File: config.mk
export PLATFORM = sky130hd
export DESIGN_NAME = pbt_target
export DESIGN_NICKNAME = d
export VERILOG_FILES = /design/src/rtl/pbt_pkg.sv /design/src/rtl/pbt_sel_detect.sv /design/src/rtl/pbt_handshake.sv /design/src/rtl/pbt_phase_ctrl.sv /design/src/rtl/pbt_target.sv
export SDC_FILE = /design/constraint.sdc
export NUM_CORES = 1
export LEC_CHECK = 0
export BUFFER_PORTS_ARGS = -buffer_cell sky130_fd_sc_hd__buf_2
export CORE_ASPECT_RATIO = 1.4
export CORE_UTILIZATION = 40
export DETAILED_ROUTE_END_ITERATION = 6
export PLACE_DENSITY = 0.58
export SYNTH_ARGS = -nofsm -noshare
export SYNTH_HDL_FRONTEND = slang
export SYNTH_SLANG_ARGS = --single-unit
export TNS_END_PERCENT = 5
File: constraint.sdc
create_clock -name clk -period 5.2 [get_ports clk]
set_clock_uncertainty 0.15 [all_clocks]
set_input_delay 0 -clock clk [delete_from_list [all_inputs] [get_ports clk]]
set_output_delay 0 -clock clk [all_outputs]
set_load 0.005 [all_outputs]
File: src/rtl/pbt_pkg.sv
package pbt_pkg;

   typedef enum logic [2:0] {
      PH_FREE,
      PH_SELECTED,
      PH_COMMAND,
      PH_DATA_IN,
      PH_STATUS,
      PH_MESSAGE
   } phase_e;

   typedef enum logic [1:0] {
      HS_IDLE,
      HS_SETUP,
      HS_REQ,
      HS_RELEASE
   } hs_e;

   typedef struct packed {
      logic cd;
      logic io;
      logic msg;
   } phase_lines_t;

   function automatic phase_lines_t lines_of(phase_e p);
      phase_lines_t l;
      l = '0;
      case (p)
         PH_COMMAND: l = '{cd: 1'b1, io: 1'b0, msg: 1'b0};
         PH_DATA_IN: l = '{cd: 1'b0, io: 1'b1, msg: 1'b0};
         PH_STATUS:  l = '{cd: 1'b1, io: 1'b1, msg: 1'b0};
         PH_MESSAGE: l = '{cd: 1'b1, io: 1'b1, msg: 1'b1};
         default:    l = '0;
      endcase
      return l;
   endfunction

endpackage

File: src/rtl/pbt_sel_detect.sv
module pbt_sel_detect #(
   parameter int DATA_W     = 8,
   parameter int TARGET_ID  = 3,
   parameter bit STRICT_SEL = 1'b1
) (
   input  logic              sel_i,
   input  logic              bsy_i,
   input  logic [DATA_W-1:0] db_i,
   output logic              hit_o
);
   localparam logic [DATA_W-1:0] OWN_MASK = DATA_W'(1) << TARGET_ID;

   logic own_bit;
   logic ids_ok;

   assign own_bit = db_i[TARGET_ID];

   generate
      if (STRICT_SEL) begin : g_strict
         // own ID plus exactly one initiator ID
         assign ids_ok = ($countones(db_i) == 2);
      end else begin : g_relaxed
         // own ID plus at least one other ID
         assign ids_ok = |(db_i & ~OWN_MASK);
      end
   endgenerate

   assign hit_o = sel_i & ~bsy_i & own_bit & ids_ok;

endmodule

File: src/rtl/pbt_handshake.sv
module pbt_handshake
   import pbt_pkg::*;
#(
   parameter int TIMEOUT_CYC = 1024
) (
   input  logic clk,
   input  logic rst_n,
   input  logic go_i,
   input  logic ready_i,
   input  logic ack_i,
   output logic req_o,
   output logic load_o,
   output logic capture_o,
   output logic done_o,
   output logic timeout_o
);
   localparam int CNT_W = $clog2(TIMEOUT_CYC + 1);
   localparam logic [CNT_W-1:0] LAST = CNT_W'(TIMEOUT_CYC - 1);

   hs_e              st_q, st_d;
   logic [CNT_W-1:0] wait_q;
   logic             expire;

   assign expire = (wait_q == LAST);

   always_comb begin
      st_d      = st_q;
      load_o    = 1'b0;
      capture_o = 1'b0;
      done_o    = 1'b0;
      timeout_o = 1'b0;
      case (st_q)
         HS_IDLE: begin
            if (go_i && ready_i && !ack_i) begin
               load_o = 1'b1;
               st_d   = HS_SETUP;
            end
         end
         HS_SETUP: begin
            if (!ack_i) st_d = HS_REQ;
         end
         HS_REQ: begin
            if (ack_i) begin
               capture_o = 1'b1;
               st_d      = HS_RELEASE;
            end else if (expire) begin
               timeout_o = 1'b1;
               st_d      = HS_IDLE;
            end
         end
         HS_RELEASE: begin
            if (!ack_i) begin
               done_o = 1'b1;
               st_d   = HS_IDLE;
            end else if (expire) begin
               timeout_o = 1'b1;
               st_d      = HS_IDLE;
            end
         end
         default: st_d = HS_IDLE;
      endcase
   end

   always_ff @(posedge clk) begin
      if (!rst_n) begin
         st_q   <= HS_IDLE;
         wait_q <= '0;
      end else begin
         st_q <= st_d;
         if (st_d != st_q || st_q == HS_IDLE || st_q == HS_SETUP)
            wait_q <= '0;
         else
            wait_q <= wait_q + 1'b1;
      end
   end

   assign req_o = (st_q == HS_REQ);

endmodule

File: src/rtl/pbt_phase_ctrl.sv
module pbt_phase_ctrl
   import pbt_pkg::*;
#(
   parameter int               DATA_W      = 8,
   parameter int               OP_W        = 4,
   parameter int               CNT_FIELD_W = 4,
   parameter logic [OP_W-1:0]  READ_OP     = 4'h1,
   parameter logic [DATA_W-1:0] GOOD_STAT  = 8'h00,
   parameter logic [DATA_W-1:0] BAD_STAT   = 8'h02,
   parameter logic [DATA_W-1:0] DONE_MSG   = 8'h00
) (
   input  logic              clk,
   input  logic              rst_n,
   input  logic              sel_hit_i,
   input  logic              sel_i,
   input  logic [DATA_W-1:0] db_i,
   input  logic              buf_valid_i,
   input  logic [DATA_W-1:0] buf_data_i,
   input  logic              load_i,
   input  logic              capture_i,
   input  logic              done_i,
   input  logic              timeout_i,
   output phase_e            phase_o,
   output logic              go_o,
   output logic              ready_o,
   output logic [DATA_W-1:0] dout_o,
   output logic              buf_pop_o,
   output logic [OP_W-1:0]   cmd_op_o,
   output logic [DATA_W-1:0] xfer_len_o
);
   phase_e                 phase_q;
   logic                   first_q;
   logic                   second_q;
   logic [CNT_FIELD_W-1:0] remain_q;
   logic [OP_W-1:0]        op_q;
   logic [DATA_W-1:0]      len_q;
   logic [DATA_W-1:0]      left_q;
   logic [DATA_W-1:0]      out_byte;
   logic                   is_read;

   assign is_read = (op_q == READ_OP);

   always_ff @(posedge clk) begin
      if (!rst_n) begin
         phase_q  <= PH_FREE;
         first_q  <= 1'b0;
         second_q <= 1'b0;
         remain_q <= '0;
         op_q     <= '0;
         len_q    <= '0;
         left_q   <= '0;
      end else if (timeout_i) begin
         phase_q <= PH_FREE;
      end else begin
         case (phase_q)
            PH_FREE: begin
               if (sel_hit_i) phase_q <= PH_SELECTED;
            end
            PH_SELECTED: begin
               if (!sel_i) begin
                  phase_q  <= PH_COMMAND;
                  first_q  <= 1'b1;
                  second_q <= 1'b0;
                  len_q    <= '0;
               end
            end
            PH_COMMAND: begin
               if (capture_i) begin
                  if (first_q) begin
                     op_q     <= db_i[DATA_W-1 -: OP_W];
                     remain_q <= db_i[CNT_FIELD_W-1:0];
                     first_q  <= 1'b0;
                     second_q <= 1'b1;
                  end else begin
                     if (second_q) len_q <= db_i;
                     second_q <= 1'b0;
                     remain_q <= remain_q - 1'b1;
                  end
               end
               if (done_i && !first_q && remain_q == '0) begin
                  if (is_read && len_q != '0) begin
                     phase_q <= PH_DATA_IN;
                     left_q  <= len_q;
                  end else begin
                     phase_q <= PH_STATUS;
                  end
               end
            end
            PH_DATA_IN: begin
               if (done_i) begin
                  left_q <= left_q - 1'b1;
                  if (left_q == DATA_W'(1)) phase_q <= PH_STATUS;
               end
            end
            PH_STATUS: begin
               if (done_i) phase_q <= PH_MESSAGE;
            end
            PH_MESSAGE: begin
               if (done_i) phase_q <= PH_FREE;
            end
            default: phase_q <= PH_FREE;
         endcase
      end
   end

   always_comb begin
      case (phase_q)
         PH_DATA_IN: out_byte = buf_data_i;
         PH_STATUS:  out_byte = is_read ? GOOD_STAT : BAD_STAT;
         PH_MESSAGE: out_byte = DONE_MSG;
         default:    out_byte = '0;
      endcase
   end

   always_ff @(posedge clk) begin
      if (!rst_n)      dout_o <= '0;
      else if (load_i) dout_o <= out_byte;
   end

   assign go_o       = (phase_q == PH_COMMAND) || (phase_q == PH_DATA_IN) ||
                       (phase_q == PH_STATUS)  || (phase_q == PH_MESSAGE);
   assign ready_o    = (phase_q == PH_DATA_IN) ? buf_valid_i : 1'b1;
   assign buf_pop_o  = load_i && (phase_q == PH_DATA_IN);
   assign phase_o    = phase_q;
   assign cmd_op_o   = op_q;
   assign xfer_len_o = len_q;

endmodule

File: src/rtl/pbt_target.sv
module pbt_target
   import pbt_pkg::*;
#(
   parameter int DATA_W      = 8,
   parameter int TARGET_ID   = 3,
   parameter int TIMEOUT_CYC = 1024,
   parameter bit STRICT_SEL  = 1'b1
) (
   input  logic              clk,
   input  logic              rst_n,
   input  logic              bsy_i,
   input  logic              sel_i,
   input  logic              ack_i,
   input  logic [DATA_W-1:0] db_i,
   output logic              bsy_o,
   output logic              req_o,
   output logic              cd_o,
   output logic              io_o,
   output logic              msg_o,
   output logic [DATA_W-1:0] db_o,
   output logic              db_oe_o,
   input  logic              buf_valid_i,
   input  logic [DATA_W-1:0] buf_data_i,
   output logic              buf_pop_o,
   output logic [3:0]        cmd_op_o,
   output logic [DATA_W-1:0] xfer_len_o
);
   localparam int OP_W        = 4;
   localparam int CNT_FIELD_W = 4;

   generate
      if (TARGET_ID < 0 || TARGET_ID >= DATA_W) begin : g_bad_id
         $error("pbt_target: TARGET_ID outside data bus");
      end
      if (OP_W + CNT_FIELD_W > DATA_W) begin : g_bad_width
         $error("pbt_target: DATA_W too narrow for command fields");
      end
      if (TIMEOUT_CYC < 2) begin : g_bad_tmo
         $error("pbt_target: TIMEOUT_CYC must be at least 2");
      end
   endgenerate

   logic              sel_hit;
   logic              go, ready, load, capture, done, timeout;
   logic [DATA_W-1:0] dout;
   phase_e            phase;
   phase_lines_t      lines;

   pbt_sel_detect #(
      .DATA_W    (DATA_W),
      .TARGET_ID (TARGET_ID),
      .STRICT_SEL(STRICT_SEL)
   ) u_sel (
      .sel_i(sel_i),
      .bsy_i(bsy_i),
      .db_i (db_i),
      .hit_o(sel_hit)
   );

   pbt_handshake #(
      .TIMEOUT_CYC(TIMEOUT_CYC)
   ) u_hs (
      .clk      (clk),
      .rst_n    (rst_n),
      .go_i     (go),
      .ready_i  (ready),
      .ack_i    (ack_i),
      .req_o    (req_o),
      .load_o   (load),
      .capture_o(capture),
      .done_o   (done),
      .timeout_o(timeout)
   );

   pbt_phase_ctrl #(
      .DATA_W     (DATA_W),
      .OP_W       (OP_W),
      .CNT_FIELD_W(CNT_FIELD_W)
   ) u_phase (
      .clk        (clk),
      .rst_n      (rst_n),
      .sel_hit_i  (sel_hit),
      .sel_i      (sel_i),
      .db_i       (db_i),
      .buf_valid_i(buf_valid_i),
      .buf_data_i (buf_data_i),
      .load_i     (load),
      .capture_i  (capture),
      .done_i     (done),
      .timeout_i  (timeout),
      .phase_o    (phase),
      .go_o       (go),
      .ready_o    (ready),
      .dout_o     (dout),
      .buf_pop_o  (buf_pop_o),
      .cmd_op_o   (cmd_op_o),
      .xfer_len_o (xfer_len_o)
   );

   assign lines   = lines_of(phase);
   assign bsy_o   = (phase != PH_FREE);
   assign cd_o    = lines.cd;
   assign io_o    = lines.io;
   assign msg_o   = lines.msg;
   assign db_oe_o = lines.io;
   assign db_o    = lines.io ? dout : '0;

endmodule

Word level (Yosys, flattened, before mapping)
Index checks and enable logic that the tools add are counted.
{"block": "totals", "reg_bits": 50, "out_inout_bits": 27, "elab_cells": 125}
{"block": "op_classes", "n_addsub": 10, "n_eq_ne": 24, "mux": 47, "bitwise_logic": 6, "n_reduce_logical": 28}
{"cell": "$add 32x32->32", "n": 3}
{"cell": "$mux 8", "n": 8}
{"cell": "$pmux 8 s2", "n": 3}
{"cell": "$eq 32x3->1 const B", "n": 1}
{"cell": "$mux 3", "n": 8}
{"cell": "$pmux 3 s6", "n": 1}
{"cell": "$mux 1", "n": 15}
{"cell": "$ne 2x1->1 const B", "n": 7}
{"cell": "$mux 2", "n": 6}
{"cell": "$pmux 3 s4", "n": 1}
{"cell": "$add 11x1->11 const B", "n": 1}
{"cell": "$eq 11x10->1 const B", "n": 1}
{"cell": "$add 1x1->2", "n": 4}
{"cell": "$eq 8x1->1 const B", "n": 1}
{"cell": "$ne 2x2->1 const B", "n": 4}
{"cell": "$pmux 2 s4", "n": 1}
{"cell": "$reduce_and 4->1", "n": 2}
{"cell": "$reduce_bool 8->1", "n": 1}
{"cell": "$sub 8x1->8 const B", "n": 1}
{"cell": "$reduce_and 7->1", "n": 1}
{"cell": "$eq 3x2->1 const B", "n": 2}
{"cell": "$eq 3x3->1 const B", "n": 2}
{"cell": "$logic_and 1x1->1", "n": 6}
{"cell": "$pmux 1 s2", "n": 3}
{"cell": "20 further kinds", "n": 32}

Logic depth before layout (Yosys ltp)
Gate-level depths: netlist (run 1).
{"block": "depth", "word_depth": 12, "ltp_mapped": 12, "mapped_depth_nobuf": 12}

Modules after synthesis
From an unflattened synthesis (run 1), not the netlist that was laid out.
{"block": "hier_totals", "hier_cells": 361, "hier_area_um2": 2872.8}
{"module": "pbt_phase_ctrl", "instances": 1, "cells_per_inst": 249, "area_each_um2": 1933.1}
{"module": "pbt_handshake", "instances": 1, "cells_per_inst": 71, "area_each_um2": 626.9}
{"module": "pbt_sel_detect", "instances": 1, "cells_per_inst": 23, "area_each_um2": 195.2}
{"module": "pbt_target", "instances": 1, "cells_per_inst": 18, "area_each_um2": 117.6}

Least setup slack after synthesis (run 1)
Ideal clock, no wire load.
{"block": "synth_path", "path_type": "in2reg", "startpoint": "in db_i[6]", "endpoint": "reg u_phase.phase_q[2] (netlist: u_phase.phase_o[2])", "t_arrival_ns": 2.646, "slack_ns": 2.317, "path_stages": 12, "path_buffers": 0, "path_cell_list": "ha_1 -> inv_1 -> fa_1 -> inv_1 -> fa_1 -> ha_1 -> fa_1 -> nor4_1 -> and4_1 -> o22ai_1 -> or2_0 -> o31ai_1"}
{"block": "synth_via", "elab_chain_len": 7}
{"element": "start, declared", "line_no": "pbt_target.sv:14", "source": "input logic [DATA_W-1:0] db_i,"}
{"element": "$add 1x1->2 (not written as such)", "line_no": "pbt_sel_detect.sv:21", "source": "assign ids_ok = ($countones(db_i) == 2);"}
{"element": "$add 32x32->32 (not written as such) (2 in series)", "line_no": "pbt_sel_detect.sv:21"}
{"element": "$eq 32x3->1", "line_no": "pbt_sel_detect.sv:21"}
{"element": "$and 1x1->1", "line_no": "pbt_sel_detect.sv:28", "source": "assign hit_o = sel_i & ~bsy_i & own_bit & ids_ok;"}
{"element": "$ne 2x2->1 (no line)"}
{"element": "$reduce_and 7->1 (no line)"}
{"element": "end signal, assigned", "line_no": "pbt_phase_ctrl.sv:45", "source": "phase_q <= PH_FREE;"}
{"element": "end signal, assigned", "line_no": "pbt_phase_ctrl.sv:53", "source": "phase_q <= PH_FREE;"}
{"element": "end signal, assigned", "line_no": "pbt_phase_ctrl.sv:57", "source": "if (sel_hit_i) phase_q <= PH_SELECTED;"}
{"element": "end, declared", "line_no": "pbt_phase_ctrl.sv:31", "source": "phase_e phase_q;"}
No other way between the ends.
A chain may end at the register's enable or synchronous reset.

Final worst setup path (run 1)
Ends and elaborated chain as after synthesis.

==> flow_summary.yaml, run 1 <==
status:
  status: "finished with violations"
  violations: "design-rule violations"
floorplan:
  fp-row-count: 36
  fp.dieH_microns: 101.7
  die-area_sq_um: 7440
  io_pins: 49
  core_sq_um: 6892
  initial_core_util: 0.4118
  die_width_microns: 73.19
grt:
  grt_use_total: 0.1941
  grt_overflow_total: 0
  grt_pass1_wl_mm: 11.16
  grt_pass1_vias: 2339
  antenna_found_initial: 0
  grt_max_degree: 49
sta:
  setup_viol: 0
  maxSlewViolCount: 0
  hold_violations: 0
  fin_crit_sh: 0.6701
  rsz0062_at_grt: "no"
  fmax_ghz: 0.2870
  whs_ns: 0.1129
  finalSetupTns_ns: 0
  slew_headroom: 0.4297
  tightest_slew_ns: 0.8529
  fin_crit_ns: 3.485
clock_tree:
  cts_tree: "yes"
  clock_latency_ns: 0.30
  clk_pin_slew_ns: 0.09
  clock-sinks: 50
  cts_made_buffers: 5
  cts_root_buf: "clkbuf_8"
  clockBufferDepth: 2
  htree_levels: 2
synthesis:
  synth_edf_count: 0
  yosys_register_bits: 50
  async_flop_share: 0
  ys_warn_count: 0
  yosysSeqAreaShare: 0.3527
  postSynthAreaPerCell_sq_um: 8.599
  synth_top_area_share: 0.3527
  postSynthCellCount: 330
  ys_types: 64
  synth_area_leaders: "dfxtp_1, nand2_1, ha_1, nor2_1, a32o_1"
  synth_flop_cell: "dfxtp_1"
  synth_top_area_cell: "dfxtp_1"
  syn_nets: 367
  syn_area_sq_um: 2838
critical_path:
  cp-start-kind: "input port"
  crit_family: "adder cells"
  crit_required_ns: 5.27
  critical_path_arrival_ns: 3.56
  cp_slowest_cell: "dlygate4sd3_1"
  path_cells: "dlygate4sd3_1, buf_2, ha_1, fa_1, fa_1, ha_1, fa_1, nor4_1, and4_1, o22ai_1, or2_0, o31ai_1"
  worst-setup-path-type: "in2reg"
  critical_path_peak_fanout: 4
  endpoint_kind: "flop"
  crit_top_cell: "fa_1"
  path_buf_inv: 2
  cp_slowest_stage_delay_ns: 0.53
finish:
  area_growth_pct: 19.80
  fin_cells: 480
  diodes: 0
  fin_area_sq_um: 3400
  layout-drive-gt1-share: 0.1844
  fin_nets: 422
placed_design:
  dp_cells: 455
  hpwl_mm: 4.798
  postPlaceCellArea_sq_um: 3107
  io_buffer_count: 48
  gp_congestion: 0.8153
pwr:
  p_per_area_nw_per_um2: 255.5
  power_mw: 0.8687
  p_leak_nw: 1.408
  vdd_drop_max_mv: 0.2040
routing:
  final_antenna_net_count: 0
  met1Wirelength_mm: 2.926
  wl_met2_mm: 3.573
  viasPerCell: 5.273
  drc: 1
  drt_first_pass_iters: 6
  routed.top_layer: "met4"
  wl_per_cell_microns: 14.17
  vias: 2531
  routed_wl_mm: 6.802
  dr_wl_met3_microns: 195
  drtIter0Drc: 119
run:
  maxCapViolations: 0
hold_path:
  min_path_type: "in2reg"
## layout by cell type (no fill, tap or decap), drive strengths merged, types with 3 or more instances in the layout
cell type and instances:
a21boi 9, a21oi 10, a22oi 8, a32o 9, and2 9, and3 3, and4 3, buf 48
clkbuf 6, dfxtp 50, dlygate4sd3 18, fa 4, ha 11, inv 19, nand2 38, nand2b 5
nand3 9, nand4 4, nor2 27, nor2b 11, nor3 5, nor4 6, o211a 3, o21a 3
o21ai 20, o311ai 6, xnor2 3, xor2 6
## kinds of logic after synthesis
kind of cell               share of synthesized area
and+or+nand+nor                               0.2562
AOI/OAI and AO/OA                             0.2227
DFF                                           0.3527
buffers and inverters                        0.05688
adders and majority gates                    0.07672
xor gates and xnor gates                     0.02778
muxes                                       0.007055
## cell usage after synthesis, types with 2 or more instances
cell type	count
a21boi_0	7
a21oi_1	9
a22oi_1	8
a31oi_1	2
a32o_1	9
and2_1	9
and3_1	3
and3b_1	2
and4_1	3
buf_2	3
buf_4	3
clkbuf_1	11
dfxtp_1	50
fa_1	4
ha_1	11
inv_1	19
mux2i_1	2
nand2_1	37
nand2b_1	5
nand3_1	9
nand3b_1	2
nand4_1	3
nor2_1	27
nor2b_1	10
nor3_1	4
nor4_1	6
o211a_1	3
o211ai_1	2
o21a_1	2
o21ai_0	12
o21ai_1	7
o311ai_1	6
o31ai_1	2
xnor2_1	3
xor2_1	6
## flip-flops by register name, indices dropped and copies added (netlist names)
| signal | count |
|---|---|
| u_hs.wait_q | 11 |
| u_phase.remain_q | 4 |
| u_phase.second_q | 1 |
| u_hs.st_q | 2 |
| u_phase.left_q | 8 |
| u_phase.cmd_op_o | 4 |
| u_phase.dout_o | 8 |
| u_phase.first_q | 1 |
| u_phase.xfer_len_o | 8 |
| u_phase.phase_o | 3 |
## worst min-delay path, stage by stage
cell and delay, ns:
buf_2 0.10, nand2_1 0.05, nor2_1 0.11, a22oi_1 0.20, nor2b_1 0.06
## through the flow
stage	util	setup slack (ns)
4_1_cts	0.4933	1.713
5_1_grt	0.4933	1.490
6_report	0.4933	1.715
3_3_place_gp	0.4508	2.013
2_1_floorplan	-	2.317
3_5_place_dp	0.4508	1.950
## final timing paths
path	from	endpoint	slack (ns)	cells after the start
min	buf_valid_i	u_phase.dout_o[0]$_SDFFE_PN0P_	0.11	5
max	db_i[6]	u_phase.phase_o[2]$_SDFFE_PP0P_	1.72	12
max reg2reg	u_phase.phase_o[0]$_SDFFE_PP0P_	u_phase.dout_o[3]$_SDFFE_PN0P_	2.71	4
min reg2reg	u_hs.wait_q[0]$_SDFF_PP0_	u_hs.wait_q[0]$_SDFF_PP0_	0.32	1
## power by group
| group | internal (mW) | total (mW) | switching [mW] | leakage (nW) |
|---|---|---|---|---|
| sequential | 0.392 | 0.419 | 0.0271 | 0.403 |
| clock | 0.154 | 0.281 | 0.127 | 0.0573 |
| combinational | 0.0747 | 0.168 | 0.0933 | 0.948 |
| total | 0.621 | 0.869 | 0.248 | 1.41 |
## area by class of cell
class,instances,area (sq um)
inverter,19,71.32
clock buffer,6,82.58
multi-input combinational,243,1675
timing repair buffer,66,420.4
clock inverter,1,30.03
fill,688,3492
sequential,50,1001
tap,95,118.9
## timing repair
item                                   in CTS  in global routing
hold buffers                               18                  0
buffers inserted                            0                  0
gates resized for setup                     0                  0
endpoints found under the hold margin      27                  0
## layer usage
metal	track usage	vias to the layer above
li1	-	1283
met1	0.2311	1195
met2	0.3447	47
met3	0.03184	6
met4	0.07240	0
met5	0	-
Power figures use the tool's default switching activity.
==> run 2: changes to the inputs <==
--- a/config.mk
+++ b/config.mk
@@ -9,7 +9,7 @@
 export CORE_ASPECT_RATIO = 1.4
 export CORE_UTILIZATION = 40
 export DETAILED_ROUTE_END_ITERATION = 6
-export PLACE_DENSITY = 0.58
+export PLACE_DENSITY = 0.6
 export SYNTH_ARGS = -nofsm -noshare
 export SYNTH_HDL_FRONTEND = slang
 export SYNTH_SLANG_ARGS = --single-unit
==> constraint.sdc (replaced) <==
create_clock -name clk -period 3.2 [get_ports clk]
set_clock_uncertainty 0.15 [all_clocks]
set_input_delay 0 -clock clk [delete_from_list [all_inputs] [get_ports clk]]
set_output_delay 0 -clock clk [all_outputs]
set_load 0.005 [all_outputs]
==> run 2 against run 1 <==
Compared with the run above:
- the run now ends clean
- utilization grew 0.47 points
- die area unchanged
- combinational power is 68% higher
- worst hold slack improved by 0.017 ns
- power up 54%
- largest cell class unchanged
- clock power grew 34%
- final area increased by 0.96%
- setup slack worse by 1.4 ns
- sequential share of layout area shrank 0.28 points
- global-route usage is 0.98 points higher
- wire length up 5.4%
==> flow_summary.yaml, run 2 (same netlist as run 1, synthesis figures left out) <==
clock_tree:
  cts_root_buf: "clkbuf_8"
  cts_resized: 0
  cts_tree: "yes"
  cts_hold_buf: 19
  clk_pin_slew_ns: 0.10
  cts_made_buffers: 5
  clockBufferDepth: 2
  clock-sinks: 50
  htree_levels: 2
  clock_latency_ns: 0.31
  post-cts-setup-buffers: 0
floorplan:
  die-area_sq_um: 7440
  initial_core_util: 0.4118
  fp-row-count: 36
  fp.dieH_microns: 101.7
  core_sq_um: 6892
  io_pins: 49
  die_width_microns: 73.19
routing:
  routed_wl_mm: 7.168
  wl_per_cell_microns: 14.69
  drtIter0Drc: 109
  vias: 2608
  viasPerCell: 5.344
  drc: 0
  final_antenna_net_count: 0
  drt_first_pass_iters: 5
pwr:
  vdd_drop_max_mv: 0.2904
  p_per_area_nw_per_um2: 391.1
  p_leak_nw: 1.428
  power_mw: 1.342
grt:
  antenna_found_initial: 0
  grt_max_degree: 33
  grt_overflow_total: 0
  grt_pass1_vias: 2477
  grt_pass1_wl_mm: 11.74
  grt_use_total: 0.2039
status:
  status: "finished clean"
finish:
  ff_latch_area_sq_um: 1001
  n_fill_cell: 706
  diodes: 0
  fin_area_sq_um: 3432
  area_growth_pct: 20.94
  layout_common_cells: "dfxtp_1, buf_2, nand2_1, nor2_1"
  layout-drive-gt1-share: 0.1985
  final_common_cell: "dfxtp_1"
  multi_input_area_sq_um: 1675
  regMostFlops: "u_hs.wait_q"
  fin_nets: 429
  largest_register_ffs: 11
critical_path:
  r2r.worst_path.cells: 5
  reg2reg_setup_slack_ns: 0.87
  crit_required_ns: 3.28
  critical_path.startpoint: "db_i[6]"
  worst-setup-path-type: "in2reg"
  r2r_start: "u_phase.phase_o[1]$_SDFFE_PP0P_"
  critical_path_peak_fanout: 4
  cp-start-kind: "input port"
  r2r-end: "u_phase.xfer_len_o[0]$_SDFFE_PN0P_"
  critical_path_arrival_ns: 2.94
  endpoint_kind: "flop"
sta:
  rsz0062_at_grt: "no"
  finalSetupTns_ns: 0
  fin_crit_sh: 0.8925
  fin_crit_ns: 2.856
  fmax_ghz: 0.3501
  tightest_slew_ns: 0.5824
  slew_headroom: 0.6103
  maxSlewViolCount: 0
  hold_violations: 0
  setup_viol: 0
placed_design:
  io_buffer_count: 48
  gp_congestion: 0.8421
  hpwl_mm: 5.093
  postPlaceCellArea_sq_um: 3152
hold_path:
  min_to: "u_phase.dout_o[4]$_SDFFE_PN0P_"
  min_path_type: "in2reg"
  worstHoldStart: "buf_valid_i"
  whs_path_depth: 5
run:
  maxCapViolations: 0
==> run 2: how the worst max path moves through the flow <==
stage,to,cells after the start
global placement,u_phase.phase_o[2]$_SDFFE_PP0P_,13
CTS,u_phase.phase_o[2]$_SDFFE_PP0P_,13
global route,u_phase.phase_o[2]$_SDFFE_PP0P_,13
detailed placement,u_phase.phase_o[2]$_SDFFE_PP0P_,13
finish,u_phase.phase_o[2]$_SDFFE_PP0P_,13
floorplan,u_phase.phase_o[2]$_SDFFE_PP0P_,12
==> run 2: per-stage QoR <==
stage | hold slack (ns) | cells | setup slack (ns) | util
finish | 0.1294 | 488 | 0.3441 | 0.4980
global route | 0.1722 | 488 | 0.1920 | 0.4980
detailed placement | 0.1267 | 461 | -0.01388 | 0.4573
global placement | 0.1113 | 461 | 0.03097 | 0.4573
CTS | 0.1165 | 488 | 0.3346 | 0.4980
floorplan | -0.02547 | 330 | 0.3168 | -
==> run 2: worst max-delay path: stages <==
cell and delay (ns):
buf_2 0.11, ha_1 0.27, inv_1 0.05, fa_1 0.41
inv_1 0.09, fa_1 0.42, ha_1 0.22, fa_1 0.43
nor4_1 0.15, and4_1 0.23, o22ai_1 0.12, or2_0 0.22
o31ai_1 0.21
==> run 2: where the power goes <==
group / total, mW / internal (mW) / switching (mW)
registers: 0.683 / 0.637 / 0.0454
clock network: 0.377 / 0.154 / 0.223
logic: 0.282 / 0.126 / 0.156
total: 1.34 / 0.917 / 0.425
==> run 2: metal layers <==
metal	global-route usage	share of wire	wire [microns]	vias to the layer above
met3	0.03284	0.028	204	17
met2	0.3561	0.52	3711	52
li1	-	-	-	1296
met1	0.2425	0.43	3075	1243
met5	0	0	0	-
met4	0.09050	0.025	176	0
==> run 2: cell type report <==
| type | count | area share |
|---|---|---|
| Multi-Input combinational cell | 243 | 0.4882 |
| Sequential cell | 50 | 0.2917 |
| Timing Repair Buffer | 73 | 0.1385 |
| Tap cell | 95 | 0.03463 |
| Inverter | 19 | 0.02078 |
| Clock buffer | 5 | 0.02005 |
| Clock inverter | 3 | 0.006198 |
